## config.mk

```make
export PLATFORM = sky130hd
export DESIGN_NAME = tft_panel_timer
export DESIGN_NICKNAME = d
export VERILOG_FILES = /design/src/rtl/tftp_pkg.sv /design/src/rtl/tftp_cfg_shadow.sv /design/src/rtl/tftp_hpos.sv /design/src/rtl/tftp_vline.sv /design/src/rtl/tftp_outpipe.sv /design/src/rtl/tft_panel_timer.sv
export SDC_FILE = /design/constraint.sdc
export NUM_CORES = 1
export LEC_CHECK = 0
export CAP_MARGIN = 20
export CORE_MARGIN = 8
export CORE_UTILIZATION = 50
export DETAILED_ROUTE_END_ITERATION = 8
export DONT_BUFFER_PORTS = 1
export GPL_TIMING_DRIVEN = 0
export SLEW_MARGIN = 20
export SYNTH_ARGS = -nofsm -noshare
export SYNTH_HDL_FRONTEND = slang
export SYNTH_HIERARCHICAL = 1
export SYNTH_SLANG_ARGS = --single-unit
```

## constraint.sdc

```tcl
create_clock -name clk -period 6.2 [get_ports clk]
set_input_delay 0.93 -clock clk [delete_from_list [all_inputs] [get_ports clk]]
set_output_delay 0.93 -clock clk [all_outputs]
set_load 0.1 [all_outputs]
```

## src/rtl/tftp_pkg.sv

```systemverilog
package tftp_pkg;

  typedef enum logic [1:0] {
    RG_SYNC  = 2'd0,
    RG_BACK  = 2'd1,
    RG_SHOW  = 2'd2,
    RG_FRONT = 2'd3
  } vreg_e;

  localparam logic [1:0] CKM_STOP_VS   = 2'd1;
  localparam logic [1:0] CKM_STOP_IDLE = 2'd2;

  // Region that follows the current one; zero-length regions are skipped.
  function automatic vreg_e vreg_next(input vreg_e cur, input logic has_back,
                                      input logic has_show, input logic has_front);
    vreg_e n;
    n = RG_SYNC;
    case (cur)
      RG_SYNC:  n = has_back ? RG_BACK : (has_show ? RG_SHOW : (has_front ? RG_FRONT : RG_SYNC));
      RG_BACK:  n = has_show ? RG_SHOW : (has_front ? RG_FRONT : RG_SYNC);
      RG_SHOW:  n = has_front ? RG_FRONT : RG_SYNC;
      default:  n = RG_SYNC;
    endcase
    return n;
  endfunction

endpackage

```

## src/rtl/tftp_cfg_shadow.sv

```systemverilog
module tftp_cfg_shadow #(
  parameter int XW = 10,
  parameter int YW = 10,
  parameter int HW = 8,
  parameter int VW = 6
) (
  input  logic          clk,
  input  logic          rst,
  input  logic          load,
  input  logic [XW-1:0] in_width,
  input  logic [YW-1:0] in_height,
  input  logic [HW-1:0] in_hs_len,
  input  logic [HW-1:0] in_h_front,
  input  logic [HW-1:0] in_h_back,
  input  logic [VW-1:0] in_vs_len,
  input  logic [VW-1:0] in_v_front,
  input  logic [VW-1:0] in_v_back,
  input  logic [2:0]    in_pol,
  input  logic [1:0]    in_mode,
  output logic [XW-1:0] sh_width,
  output logic [YW-1:0] sh_height,
  output logic [HW-1:0] sh_hs_len,
  output logic [HW-1:0] sh_h_front,
  output logic [HW-1:0] sh_h_back,
  output logic [VW-1:0] sh_vs_len,
  output logic [VW-1:0] sh_v_front,
  output logic [VW-1:0] sh_v_back,
  output logic [2:0]    sh_pol,
  output logic [1:0]    sh_mode
);

  always_ff @(posedge clk) begin
    if (rst) begin
      sh_width   <= '0;
      sh_height  <= '0;
      sh_hs_len  <= '0;
      sh_h_front <= '0;
      sh_h_back  <= '0;
      sh_vs_len  <= '0;
      sh_v_front <= '0;
      sh_v_back  <= '0;
      sh_pol     <= '0;
      sh_mode    <= '0;
    end else if (load) begin
      sh_width   <= in_width;
      sh_height  <= in_height;
      sh_hs_len  <= in_hs_len;
      sh_h_front <= in_h_front;
      sh_h_back  <= in_h_back;
      sh_vs_len  <= in_vs_len;
      sh_v_front <= in_v_front;
      sh_v_back  <= in_v_back;
      sh_pol     <= in_pol;
      sh_mode    <= in_mode;
    end
  end

endmodule

```

## src/rtl/tftp_hpos.sv

```systemverilog
module tftp_hpos #(
  parameter int XW = 10,
  parameter int HW = 8
) (
  input  logic          clk,
  input  logic          rst,
  input  logic          run,
  input  logic [XW-1:0] width,
  input  logic [HW-1:0] hs_len,
  input  logic [HW-1:0] h_front,
  input  logic [HW-1:0] h_back,
  output logic          slot_end,
  output logic          hs_win,
  output logic          px_win,
  output logic [XW-1:0] px_col
);

  localparam int SW = ((XW > HW) ? XW : HW) + 3;
  localparam logic [SW-1:0] K1 = SW'(1);
  localparam logic [SW-1:0] K3 = SW'(3);

  // Slot coordinates: position 0 is the final back-gap clock, 1..width are
  // the active pixels, then the front gap, the sync pulse and the rest of
  // the back gap.
  logic [SW-1:0] pos;
  logic [SW-1:0] xm, gap_f, sync_w, gap_b;
  logic [SW-1:0] hs_lo, hs_hi, slot_len;

  assign xm       = SW'(width);
  assign gap_f    = SW'(h_front) + K1;
  assign sync_w   = SW'(hs_len) + K1;
  assign gap_b    = SW'(h_back) + K3;
  assign hs_lo    = K1 + xm + gap_f;
  assign hs_hi    = hs_lo + sync_w;
  assign slot_len = xm + gap_f + sync_w + gap_b;

  assign slot_end = (pos == slot_len - K1);
  assign hs_win   = (pos >= hs_lo) && (pos < hs_hi);
  assign px_win   = (pos != '0) && (pos <= xm);
  assign px_col   = XW'(pos - K1);

  always_ff @(posedge clk) begin
    if (rst || !run) begin
      pos <= '0;
    end else if (slot_end) begin
      pos <= '0;
    end else begin
      pos <= pos + K1;
    end
  end

endmodule

```

## src/rtl/tftp_vline.sv

```systemverilog
module tftp_vline
  import tftp_pkg::*;
#(
  parameter int YW = 10,
  parameter int VW = 6
) (
  input  logic          clk,
  input  logic          rst,
  input  logic          run,
  input  logic          slot_end,
  input  logic [YW-1:0] height,
  input  logic [VW-1:0] vs_len,
  input  logic [VW-1:0] v_front,
  input  logic [VW-1:0] v_back,
  output vreg_e         region,
  output logic [YW-1:0] row,
  output logic          frame_end
);

  localparam int LW = ((YW > VW) ? YW : VW) + 1;
  localparam logic [LW-1:0] L1 = LW'(1);

  logic [LW-1:0] cnt;
  logic [LW-1:0] sync_n, cur_n;
  logic          last_row;
  vreg_e         nxt;

  assign sync_n = (vs_len == '0) ? L1 : LW'(vs_len);

  always_comb begin
    case (region)
      RG_SYNC:  cur_n = sync_n;
      RG_BACK:  cur_n = LW'(v_back);
      RG_SHOW:  cur_n = LW'(height);
      default:  cur_n = LW'(v_front);
    endcase
  end

  assign nxt       = vreg_next(region, v_back != '0, height != '0, v_front != '0);
  assign last_row  = (cnt == cur_n - L1);
  assign frame_end = run && slot_end && last_row && (nxt == RG_SYNC);
  assign row       = YW'(cnt);

  always_ff @(posedge clk) begin
    if (rst || !run) begin
      region <= RG_SYNC;
      cnt    <= '0;
    end else if (slot_end) begin
      if (last_row) begin
        region <= nxt;
        cnt    <= '0;
      end else begin
        cnt <= cnt + L1;
      end
    end
  end

endmodule

```

## src/rtl/tftp_outpipe.sv

```systemverilog
module tftp_outpipe
  import tftp_pkg::*;
#(
  parameter int XW = 10,
  parameter int YW = 10
) (
  input  logic          clk,
  input  logic          rst,
  input  logic          run,
  input  logic          hs_win,
  input  logic          vs_win,
  input  logic          oe_win,
  input  logic [XW-1:0] col,
  input  logic [YW-1:0] row,
  input  logic [2:0]    pol,
  input  logic [1:0]    mode,
  output logic          px_req,
  output logic [XW-1:0] px_x,
  output logic [YW-1:0] px_y,
  output logic          hsync,
  output logic          vsync,
  output logic          oe,
  output logic          sclk_en,
  output logic          hs_on,
  output logic          vs_on,
  output logic          oe_on,
  output logic [1:0]    mode_q
);

  // Stage one: raw strobes plus the polarity and mode of the same slot.
  logic       s1_hs, s1_vs;
  logic [2:0] s1_pol;
  logic [1:0] s1_mode;

  always_ff @(posedge clk) begin
    if (rst) begin
      s1_hs   <= 1'b0;
      s1_vs   <= 1'b0;
      px_req  <= 1'b0;
      px_x    <= '0;
      px_y    <= '0;
      s1_pol  <= '0;
      s1_mode <= '0;
    end else begin
      s1_pol  <= pol;
      s1_mode <= mode;
      if (!run) begin
        s1_hs  <= 1'b0;
        s1_vs  <= 1'b0;
        px_req <= 1'b0;
        px_x   <= '0;
        px_y   <= '0;
      end else begin
        s1_hs  <= hs_win;
        s1_vs  <= vs_win;
        px_req <= oe_win;
        px_x   <= oe_win ? col : '0;
        px_y   <= oe_win ? row : '0;
      end
    end
  end

  // Stage two: polarity and clock gating applied, registered to the pins.
  always_ff @(posedge clk) begin
    if (rst) begin
      hs_on   <= 1'b0;
      vs_on   <= 1'b0;
      oe_on   <= 1'b0;
      hsync   <= 1'b0;
      vsync   <= 1'b0;
      oe      <= 1'b0;
      sclk_en <= 1'b0;
      mode_q  <= '0;
    end else if (!run) begin
      hs_on   <= 1'b0;
      vs_on   <= 1'b0;
      oe_on   <= 1'b0;
      hsync   <= ~s1_pol[2];
      vsync   <= ~s1_pol[1];
      oe      <= ~s1_pol[0];
      sclk_en <= 1'b0;
      mode_q  <= s1_mode;
    end else begin
      hs_on   <= s1_hs;
      vs_on   <= s1_vs;
      oe_on   <= px_req;
      hsync   <= s1_pol[2] ? s1_hs  : ~s1_hs;
      vsync   <= s1_pol[1] ? s1_vs  : ~s1_vs;
      oe      <= s1_pol[0] ? px_req : ~px_req;
      mode_q  <= s1_mode;
      case (s1_mode)
        CKM_STOP_VS:   sclk_en <= ~s1_vs;
        CKM_STOP_IDLE: sclk_en <= px_req;
        default:       sclk_en <= 1'b1;
      endcase
    end
  end

endmodule

```

## src/rtl/tft_panel_timer.sv

```systemverilog
module tft_panel_timer
  import tftp_pkg::*;
#(
  parameter int XW = 10,
  parameter int YW = 10,
  parameter int HW = 8,
  parameter int VW = 6
) (
  input  logic          clk,
  input  logic          rst,
  input  logic          en,
  input  logic [XW-1:0] cfg_width,
  input  logic [YW-1:0] cfg_height,
  input  logic [HW-1:0] cfg_hs_len,
  input  logic [HW-1:0] cfg_h_front,
  input  logic [HW-1:0] cfg_h_back,
  input  logic [VW-1:0] cfg_vs_len,
  input  logic [VW-1:0] cfg_v_front,
  input  logic [VW-1:0] cfg_v_back,
  input  logic          cfg_hs_pol,
  input  logic          cfg_vs_pol,
  input  logic          cfg_oe_pol,
  input  logic [1:0]    cfg_clk_mode,
  output logic          sclk_en,
  output logic          hsync,
  output logic          vsync,
  output logic          oe,
  output logic          px_req,
  output logic [XW-1:0] px_x,
  output logic [YW-1:0] px_y
);

  logic [XW-1:0] sh_width;
  logic [YW-1:0] sh_height;
  logic [HW-1:0] sh_hs_len, sh_h_front, sh_h_back;
  logic [VW-1:0] sh_vs_len, sh_v_front, sh_v_back;
  logic [2:0]    sh_pol;
  logic [1:0]    sh_mode;

  logic          slot_end, hs_win, px_win, frame_end, shadow_load;
  logic [XW-1:0] px_col;
  logic [YW-1:0] row;
  vreg_e         region;
  logic          hs_on, vs_on, oe_on;
  logic [1:0]    mode_q;

  assign shadow_load = !en || frame_end;

  tftp_cfg_shadow #(.XW(XW), .YW(YW), .HW(HW), .VW(VW)) u_shadow (
    .clk(clk), .rst(rst), .load(shadow_load),
    .in_width(cfg_width), .in_height(cfg_height),
    .in_hs_len(cfg_hs_len), .in_h_front(cfg_h_front), .in_h_back(cfg_h_back),
    .in_vs_len(cfg_vs_len), .in_v_front(cfg_v_front), .in_v_back(cfg_v_back),
    .in_pol({cfg_hs_pol, cfg_vs_pol, cfg_oe_pol}), .in_mode(cfg_clk_mode),
    .sh_width(sh_width), .sh_height(sh_height),
    .sh_hs_len(sh_hs_len), .sh_h_front(sh_h_front), .sh_h_back(sh_h_back),
    .sh_vs_len(sh_vs_len), .sh_v_front(sh_v_front), .sh_v_back(sh_v_back),
    .sh_pol(sh_pol), .sh_mode(sh_mode)
  );

  tftp_hpos #(.XW(XW), .HW(HW)) u_hpos (
    .clk(clk), .rst(rst), .run(en),
    .width(sh_width), .hs_len(sh_hs_len), .h_front(sh_h_front), .h_back(sh_h_back),
    .slot_end(slot_end), .hs_win(hs_win), .px_win(px_win), .px_col(px_col)
  );

  tftp_vline #(.YW(YW), .VW(VW)) u_vline (
    .clk(clk), .rst(rst), .run(en), .slot_end(slot_end),
    .height(sh_height), .vs_len(sh_vs_len), .v_front(sh_v_front), .v_back(sh_v_back),
    .region(region), .row(row), .frame_end(frame_end)
  );

  tftp_outpipe #(.XW(XW), .YW(YW)) u_out (
    .clk(clk), .rst(rst), .run(en),
    .hs_win(hs_win), .vs_win(region == RG_SYNC),
    .oe_win(px_win && (region == RG_SHOW)),
    .col(px_col), .row(row), .pol(sh_pol), .mode(sh_mode),
    .px_req(px_req), .px_x(px_x), .px_y(px_y),
    .hsync(hsync), .vsync(vsync), .oe(oe), .sclk_en(sclk_en),
    .hs_on(hs_on), .vs_on(vs_on), .oe_on(oe_on), .mode_q(mode_q)
  );

endmodule

```

After elaboration in Yosys (flattened, before gate mapping):

Index checks and enable logic that the tools add are counted.

* $add $sub $neg: 14
* $mul: 0
* div/mod/pow operators: 0
* magnitude comparators: 3
* eq/ne operators: 6
* shift operators: 0
* multiplexer cells: 14
* bitwise operators: 8
* reduce and logical (&&, ||, !) cells: 20

Operators with widths (number)
* $add 13x13->13: 4
* $pmux 11 s3: 1
* $add 8x1->9 const B: 2
* $add 10x13->13: 1
* $add 13x1->13 const B: 1
* $eq 13x13->1: 1
* $ge 13x13->1: 1
* $le 13x10->1: 1
* $lt 13x13->1: 1
* $reduce_bool 13->1: 1
* $sub 13x1->13 const B: 1
* $reduce_bool 6->1: 2
* $add 1x10->11 const A: 1
* $add 11x1->11 const B: 1
* $eq 11x11->1: 1
* $mux 11: 1
* $sub 11x1->11 const B: 1
* $reduce_bool 10->1: 1
* $sub 10x1->10 const B: 1
* $add 8x2->9 const B: 1
* $not 1->1: 8
* $logic_and 1x1->1: 6
* $logic_not 6->1: 1
* $mux 1: 6
* other kinds (12): 19

* register bits after elaboration: 125
* latch bits: 0
* memory bits (writable): 0
* bits in read-only memories: 0
* input port bits: 70
* logic and storage cells: 89
* memories kept: 0

Depth between registers and ports, before layout:

Gate-level depths: netlist of the first run.

* depth after elaboration: 10
* depth in mapped cells: 25
* mapped depth without buffers: 22

Cells and area by module:

Netlist of the first run, hierarchy kept.

Modules (own cells, without submodules)
* tftp_hpos: times used 1, cells an instance 469, area each 3642.2 um^2, sequential area each 260.2 um^2
* tftp_cfg_shadow: times used 1, cells an instance 216, area each 2401.1 um^2, sequential area each 1341.3 um^2
* tftp_vline: times used 1, cells an instance 180, area each 1425.1 um^2, sequential area each 260.2 um^2
* tftp_outpipe: times used 1, cells an instance 90, area each 1103.6 um^2, sequential area each 740.7 um^2
* tft_panel_timer: times used 1, cells an instance 3, area each 18.8 um^2, sequential area each 0.0 um^2

Worst setup path after synthesis of the first run:

OpenSTA, ideal clock, no wires.

* path kind: register to register
* start: register u_shadow.sh_h_front[0]
* end: register u_shadow.sh_h_front[1]
* setup time: 0.128 ns
* arrival time: 4.942 ns
* path slack: 1.130 ns
* cell stages (with the launch flop): 26
* period minus slack after synthesis: 5.070 ns
* cells stage by stage: dfxtp_1 -> ha_1 -> nand3_1 -> xnor2_1 -> inv_1 -> fa_1 -> fa_1 -> inv_1 -> ha_1 -> clkbuf_1 -> a211oi_1 -> o21ai_1 -> a21o_1 -> xnor2_1 -> o2111ai_1 -> nor4_4 -> buf_6 -> clkbuf_1 -> inv_1 -> nor3_1 -> nand2b_1 -> buf_4 -> buf_12 -> buf_12 -> mux2i_1 -> nor2_1

* cells in the longest elaborated chain, start to end: 10

Ends and longest elaborated chain
* start, declared: line tftp_cfg_shadow.sv:23 `output logic [HW-1:0] sh_h_front,`
* start signal, assigned: line tftp_cfg_shadow.sv:48 `sh_h_front <= in_h_front;`
* $add 8x1->9: line tftp_hpos.sv:30 `assign gap_f = SW'(h_front) + K1;`
* $add 10x13->13: line tftp_hpos.sv:35 `assign slot_len = xm + gap_f + sync_w + gap_b;`
* $add 13x13->13 (2 in series): line tftp_hpos.sv:35
* $sub 13x1->13: line tftp_hpos.sv:37 `assign slot_end = (pos == slot_len - K1);`
* $eq 13x13->1: line tftp_hpos.sv:37
* via slot_end: line tft_panel_timer.sv:40 `logic slot_end, hs_win, px_win, frame_end, shadow_load;`
* $logic_and 1x1->1 (3 in series): line tftp_vline.sv:41 `assign frame_end = run && slot_end && last_row && (nxt == RG_SYNC);`
* via frame_end: line tft_panel_timer.sv:40
* $logic_or 1x1->1: line tft_panel_timer.sv:47 `assign shadow_load = !en || frame_end;`
* via shadow_load: line tft_panel_timer.sv:40

The timed path passes the listed nets, and every way through them passes these cells.
A chain may end at the register's enable or synchronous reset.

Final worst setup path of the first run:

* start: register u_shadow.sh_h_front[0]
* end: register u_shadow.sh_width[8]

* cells in the longest elaborated chain, start to end: 10

Ends and longest elaborated chain
* $add 8x1->9: line tftp_hpos.sv:30
* $add 10x13->13: line tftp_hpos.sv:35
* $add 13x13->13 (2 in series): line tftp_hpos.sv:35
* $sub 13x1->13: line tftp_hpos.sv:37
* $eq 13x13->1: line tftp_hpos.sv:37
* via slot_end: line tft_panel_timer.sv:40
* $logic_and 1x1->1 (3 in series): line tftp_vline.sv:41
* via frame_end: line tft_panel_timer.sv:40
* $logic_or 1x1->1: line tft_panel_timer.sv:47
* via shadow_load: line tft_panel_timer.sv:40
* end signal, assigned: line tftp_cfg_shadow.sv:45 `sh_width <= in_width;`
* end, declared: line tftp_cfg_shadow.sv:20 `output logic [XW-1:0] sh_width,`

The timed path passes the listed nets, and every way through them passes these cells.

==> results of run 1 <==
power by group through the flow:
stage,clock network [µW],registers [µW],logic (µW)
floorplan,0,883,425
global placement,0,893,519
detailed placement,0,894,523
CTS,1040,876,527
global route,1080,881,594
finish,1030,876,524
registers in the layout, summed over array words and instances, names as in the netlist:
name / cells
u_hpos/pos: 13
u_vline/cnt: 11
u_out/px_x: 10
u_out/px_y: 10
u_shadow/sh_height: 10
u_shadow/sh_width: 10
u_shadow/sh_h_back: 8
u_shadow/sh_h_front: 8
u_shadow/sh_hs_len: 8
u_shadow/sh_v_back: 6
u_shadow/sh_v_front: 6
u_shadow/sh_vs_len: 6
u_out/s1_pol: 3
u_shadow/sh_pol: 3
u_out/s1_mode: 2
u_shadow/sh_mode: 2
u_vline/region: 2
u_out/hsync: 1
u_out/oe: 1
u_out/px_req: 1
u_out/s1_hs: 1
u_out/s1_vs: 1
u_out/sclk_en: 1
u_out/vsync: 1
critical path: cells and delay by family (launching register included):
| family | cells | cell delay (ns) |
|---|---|---|
| simple gates | 7 | 1.44 |
| mux | 1 | 0.19 |
| flops | 1 | 0.45 |
| fa+ha+maj | 3 | 1.20 |
| compound gates | 4 | 0.91 |
| xor+xnor | 1 | 0.33 |
| buf+inv | 7 | 0.99 |
per-layer routing:
metal | part of all wire | vias to the layer above | track usage
met1 | 0.53 | 2966 | 0.2716
met5 | 0 | - | 0
met3 | 0.064 | 18 | 0.05593
met2 | 0.40 | 152 | 0.2749
met4 | 0.013 | 0 | 0.06131
li1 | - | 3296 | -
through the flow:
step                instance area, µm²  utilization  instances
floorplan                         8464            -        948
global placement                  8740       0.5270       1168
detailed placement                8740       0.5270       1168
CTS                               9341       0.5633       1200
global route                      9338       0.5631       1199
finish                            9338       0.5631       1199
cell type report:
cell class | count | area [µm²]
inverter | 83 | 311.5
multi-input combinational | 693 | 5314
clock inverter | 12 | 165.2
clock buffer | 20 | 436.7
sequential | 125 | 2502
tap | 220 | 275.3
buffer | 46 | 332.8
fill | 1529 | 7246
path summary, 6_finish.rpt:
| check | start | to | slack [ns] |
|---|---|---|---|
| max | u_shadow/sh_h_front[0] | u_shadow/sh_width[8] | 0.54 |
| min | u_shadow/sh_mode[1] | u_out/s1_mode[1] | 0.45 |
| max reg2reg | u_shadow/sh_h_front[0] | u_shadow/sh_width[8] | 0.54 |
| min reg2reg | u_shadow/sh_mode[1] | u_out/s1_mode[1] | 0.45 |
==> reports/metrics.csv, run 1 <==
stage,metric,value,unit
final_layout,share of cells above drive strength 1,0.09091,
clock_network,H-tree levels,4,
place,Place WS,0.1890,ns
synthesis,syn avg cell area,8.929,µm²
critical_path,CP required,6.48,ns
detailed_routing,vias,6432,
timing,Final Hold Fails,0,
timing,minimum clock period,5.659,ns
power,Seq pwr share,0.361,
clock_network,CTS tree,done,
critical_path,Setup CP Type,reg2reg,
power,Clk network pwr share,0.423,
final_layout,most frequent cells in the layout,"125 x dfxtp_1, 113 x nor2_1, 83 x inv_1",
final_layout,"commonest non-fill, non-tap cell in the layout",dfxtp_1,
critical_path,CP Capture Type,flop,
timing,endpoints failing setup,0,
clock_network,Resize count post-CTS,0,
detailed_routing,Via-to-Cell Ratio,5.364,
detailed_routing,DR iter-0 viols,398,
clock_network,clock sinks,125,
timing,fin crit share,0.9128,
timing,Hold WS,0.4547,ns
detailed_routing,Avg WL per Cell,16.83,µm
detailed_routing,Routed Antenna Nets,0,
grt,number of global-route vias before repair,6411,
die,Core Area,16580,µm²
critical_path,crit path launch type,flop,
clock_network,CTS Root Cell,clkbuf_16,
critical_path,CP cell instances,"nand3_1, nor3_1, xor2_1, inv_1, fa_1, fa_1, inv_1, ha_1, a21oi_1, a2bb2oi_1, o2111ai_1, nor4b_2, o2111ai_1, nor4_4, buf_6, inv_1, nor3_1, nand2b_1, buf_4, buf_12, buf_12, mux2i_1, nor2_1",
die,chip width,146.1,µm
min_path,Hold Path Depth,1,
critical_path,worst-path maximum fanout,18,
timing,Worst Tran Pin Value,1.030,ns
job,Max Cap Viol,0,
synthesis,Yosys warnings,6,
timing,TNS Setup,0,ns
timing,maximum clock frequency,0.1767,GHz
die,die footprint,21350,µm²
synthesis,Mapped Nets,1110,
grt,initial antenna violation count,0,
timing,setup ws final,0.5407,ns
power,Pint,1701,µW
critical_path,largest stage delay on the critical path,0.47,ns
detailed_routing,Post-route DRC,0,
timing,Slew Limit Fails,0,
final_layout,NumNets Final,1128,
power,switching share of total power,0.2994,
detailed_routing,first drt pass iteration count,5,
place,count of buffers from port buffering,0,
synthesis,synthesized area,8464,µm²
die,# rows,47,
clock_network,clk buf depth,2,
clock_network,"CTS clk-pin slew, worst paths",0.06,ns
power,total power,2428,µW
clock_network,number of post-CTS setup repair buffers,0,
die,Initial Util,0.5104,
power,NetSw,726.9,µW
timing,skew final,0.01058,ns
critical_path,R2R depth,23,
critical_path,Worst path slowest cell,fa_1,
outcome,outcome,completed,
clock_network,Post-CTS Hold Buffers,0,
final_layout,synth-to-layout area growth,10.32,%
grt,global-route wire length before repair,33.40,mm
grt,pin count of the biggest net entering global routing,17,
clock_network,Skew-Pair Late Insertion Delay,0.42,ns
timing,Max-Slew Margin vs Limit,0.3121,
die,I/O pin total,95,
critical_path,WP data arrival,5.94,ns
min_path,Hold Path Class,reg2reg,
power,Power Dens Cells,260.0,nW/µm²
power,combinational share of power,0.216,
place,HPWL Detailed,16.10,mm
place,RD Place Congestion,0.8535,
power,peak supply drop,0.1911,mV
timing,RSZ-0062 raised after global routing,false,
detailed_routing,Routed WL,20.18,mm
critical_path,Crit path top cell by count,inv_1,
power,Leak,0.004125,µW
grt,GRT overflow,0,
final_layout,diode count,0,
clock_network,TritonCTS buffer count,17,
synthesis,Mapped Cells,948,
die,Chip Height,146.1,µm
grt,GRT Total Usage,0.1925,
No activity file was read; power rests on OpenSTA's default activity.
==> run 2: changes to the inputs <==
- CELL_PAD_IN_SITES_DETAIL_PLACEMENT: not set -> 2
- CELL_PAD_IN_SITES_GLOBAL_PLACEMENT: not set -> 2
- CORE_UTILIZATION: 50 -> 39
- PLACE_DENSITY_LB_ADDON: not set -> 0.1
==> run 2 against run 1 <==
- cell count is 5.2% higher
- largest power group unchanged
- critical endpoint is now u_shadow/sh_pol[1]
- maximum frequency is 0.45% higher
- critical path type unchanged
- largest cell class unchanged
- sequential share of layout area is 0.25 points lower
- clock-buffer cell count is 2 lower
- die area is 25% higher
- clock skew is 0.0017 ns higher
==> reports/metrics.csv, run 2 (same netlist as run 1, synthesis figures left out) <==
stage,metric,value,unit,change
timing,skew final,0.01225,ns,+0.001670 ns
clock_network,TritonCTS buffer count,17,,unchanged
job,Max Cap Viol,0,,unchanged
clock_network,CTS tree,done,,
timing,Worst Tran Pin Value,1.018,ns,-0.01195 ns
outcome,outcome,completed,,
place,RD Place Congestion,0.7742,,-9.3%
die,die footprint,26670,µm²,+25%
detailed_routing,Avg WL per Cell,20.68,µm,+23%
timing,Slew Limit Fails,0,,unchanged
critical_path,largest stage delay on the critical path,0.49,ns,+0.02 ns
clock_network,Skew-Pair Late Insertion Delay,0.42,ns,about the same
detailed_routing,Routed Antenna Nets,0,,unchanged
timing,setup ws final,0.5660,ns,+0.02525 ns
die,chip width,163.3,µm,+12%
final_layout,"commonest non-fill, non-tap cell in the layout",dfxtp_1,,
timing,Final Hold Fails,0,,unchanged
critical_path,Crit path top cell by count,inv_1,,
die,I/O pin total,95,,unchanged
clock_network,CTS Root Cell,clkbuf_16,,
timing,minimum clock period,5.634,ns,-0.02525 ns
critical_path,Crit path buffers/inverters,6,,-1
clock_network,Post-CTS Hold Buffers,0,,unchanged
power,peak supply drop,0.1584,mV,-17%
final_layout,register area,2502,µm²,unchanged
final_layout,NumNets Final,1129,,+0.089%
grt,initial antenna violation count,1,,+1
grt,number of global-route vias before repair,7493,,+17%
grt,GRT overflow,0,,unchanged
timing,fin crit share,0.9087,,-0.004072
final_layout,Largest Register,u_hpos/pos,,
min_path,Hold Path Class,reg2reg,,
timing,endpoints failing setup,0,,unchanged
critical_path,Setup CP Type,reg2reg,,
timing,Hold WS,0.4675,ns,+0.01275 ns
critical_path,crit path launch type,flop,,
critical_path,worst-path maximum fanout,18,,unchanged
die,# rows,54,,+15%
clock_network,"CTS clk-pin slew, worst paths",0.07,ns,about the same
timing,RSZ-0062 raised after global routing,false,,
grt,GRT Total Usage,0.2001,,+0.007637
die,Chip Height,163.3,µm,+12%
critical_path,CP required,6.48,ns,about the same
timing,Max-Slew Margin vs Limit,0.3201,,+0.007976
final_layout,share of cells above drive strength 1,0.09592,,+0.005009
clock_network,clock sinks,125,,unchanged
final_layout,max FFs per register,13,,unchanged
timing,maximum clock frequency,0.1775,GHz,+0.45%
critical_path,CP Capture Type,flop,,
detailed_routing,Routed WL,26.08,mm,+29%
final_layout,post-layout util,0.4372,,-0.1258
place,Place WS,-0.02143,ns,-0.2105 ns
detailed_routing,first drt pass iteration count,4,,-1
clock_network,H-tree levels,4,,unchanged
critical_path,WP data arrival,5.91,ns,-0.03 ns
place,count of buffers from port buffering,0,,unchanged
power,total power,2474,µW,+1.9%
grt,pin count of the biggest net entering global routing,19,,+2
clock_network,clk buf depth,2,,unchanged
detailed_routing,DR iter-0 viols,206,,-48%
detailed_routing,Via-to-Cell Ratio,5.439,,+1.4%
final_layout,fill count,2402,,+57%
final_layout,Regs by FF count,"u_hpos/pos: 13 flops, u_vline/cnt: 11 flops",,
die,Core Area,21550,µm²,+30%
critical_path,CP cell instances,"nand3_1, nor3_1, xor2_1, inv_1, fa_1, fa_1, inv_1, ha_1, a21oi_2, a2bb2oi_1, o2111ai_1, nor4b_2, o2111ai_1, nor4_4, buf_6, inv_1, nor3_1, nand2b_1, buf_4, buf_4, mux2i_1, nor2_1",,
critical_path,"CP delay by family, top",simple AND/OR/NAND/NOR gates,,
power,Power Dens Cells,262.6,nW/µm²,+0.99%
final_layout,Multi-input gate area,5318,µm²,about the same
final_layout,most frequent cells in the layout,"125 x dfxtp_1, 113 x nor2_1, 83 x inv_1",,
place,HPWL Detailed,20.57,mm,+28%
detailed_routing,vias,6858,,+6.6%
final_layout,synth-to-layout area growth,11.34,%,
power,Leak,0.004142,µW,+0.41%
critical_path,Worst path slowest cell,fa_1,,
die,Initial Util,0.3927,,-0.1177
grt,global-route wire length before repair,41.63,mm,+25%
detailed_routing,Post-route DRC,0,,unchanged
## run 2: cell count changes in the layout (fill, tap and decap cells not counted)
cell,delta
a21oi_1,-1
clkbuf_1,-3
clkbuf_8,+1
clkinv_4,-2
inv_6,+2
inv_8,+2
bufinv_16,-1
clkinvlp_4,-1
diode_2,+1
clkinv_2,+2
a21oi_2,+1
buf_4,+1
## run 2: repair_timing
action / in CTS / in global routing
endpoints found under the hold margin: 0 / 0
endpoints found under the setup margin: 60 / 61
gates cloned: 0 / 0
setup buffers: 0 / 1
pin swaps: 0 / 1
gates resized for setup: 0 / 1
## run 2: cell type report
type / count / share of cell area
clock buffer: 18 / 0.04660
tap: 280 / 0.03717
buffer: 46 / 0.03532
clock inverter: 14 / 0.01699
sequential: 125 / 0.2655
antenna: 1 / 0.0002655
multi-input combinational: 693 / 0.5643
inverter: 83 / 0.03306
timing repair buffer: 1 / 0.0007966
## run 2: worst reg2reg max path: stages (launching register included)
cell and delay, ns:
dfxtp_1 0.46, nand3_1 0.23, nor3_1 0.26, xor2_1 0.33, inv_1 0.11, fa_1 0.49
fa_1 0.43, inv_1 0.07, ha_1 0.31, a21oi_2 0.24, a2bb2oi_1 0.27, o2111ai_1 0.15
nor4b_2 0.26, o2111ai_1 0.21, nor4_4 0.23, buf_6 0.24, inv_1 0.14, nor3_1 0.19
nand2b_1 0.13, buf_4 0.13, buf_4 0.26, mux2i_1 0.28, nor2_1 0.06
## run 2: where the power goes
part	total [µW]	internal, µW	switching (µW)
Sequential	877	834	43.8
Clock	1040	613	428
Combinational	556	235	322
Total	2470	1680	794
## run 2: final timing paths
path,from,to,slack [ns],cells past startpoint
max,u_shadow/sh_h_front[0],u_shadow/sh_pol[1],0.57,22
min,u_shadow/sh_mode[1],u_out/s1_mode[1],0.47,1
max reg2reg,u_shadow/sh_h_front[0],u_shadow/sh_pol[1],0.57,22
min reg2reg,u_shadow/sh_mode[1],u_out/s1_mode[1],0.47,1
## run 2: per-layer routing
layer / GRT usage / share of wire / vias to the layer above
li1: - / - / 3301
met1: 0.2667 / 0.48 / 3410
met2: 0.3187 / 0.46 / 118
met3: 0.04536 / 0.052 / 27
met4: 0.05505 / 0.012 / 2
met5: 0 / 0.00050 / -
## run 2: metrics by stage
stage	area, µm²	TNS (ns)	std cells
6_report	9424	0	1261
5_1_grt	9422	0	1260
4_1_cts	9410	0	1259
3_5_place_dp	8815	-0.03189	1228
3_3_place_gp	8815	0	1228
2_1_floorplan	8464	0	948
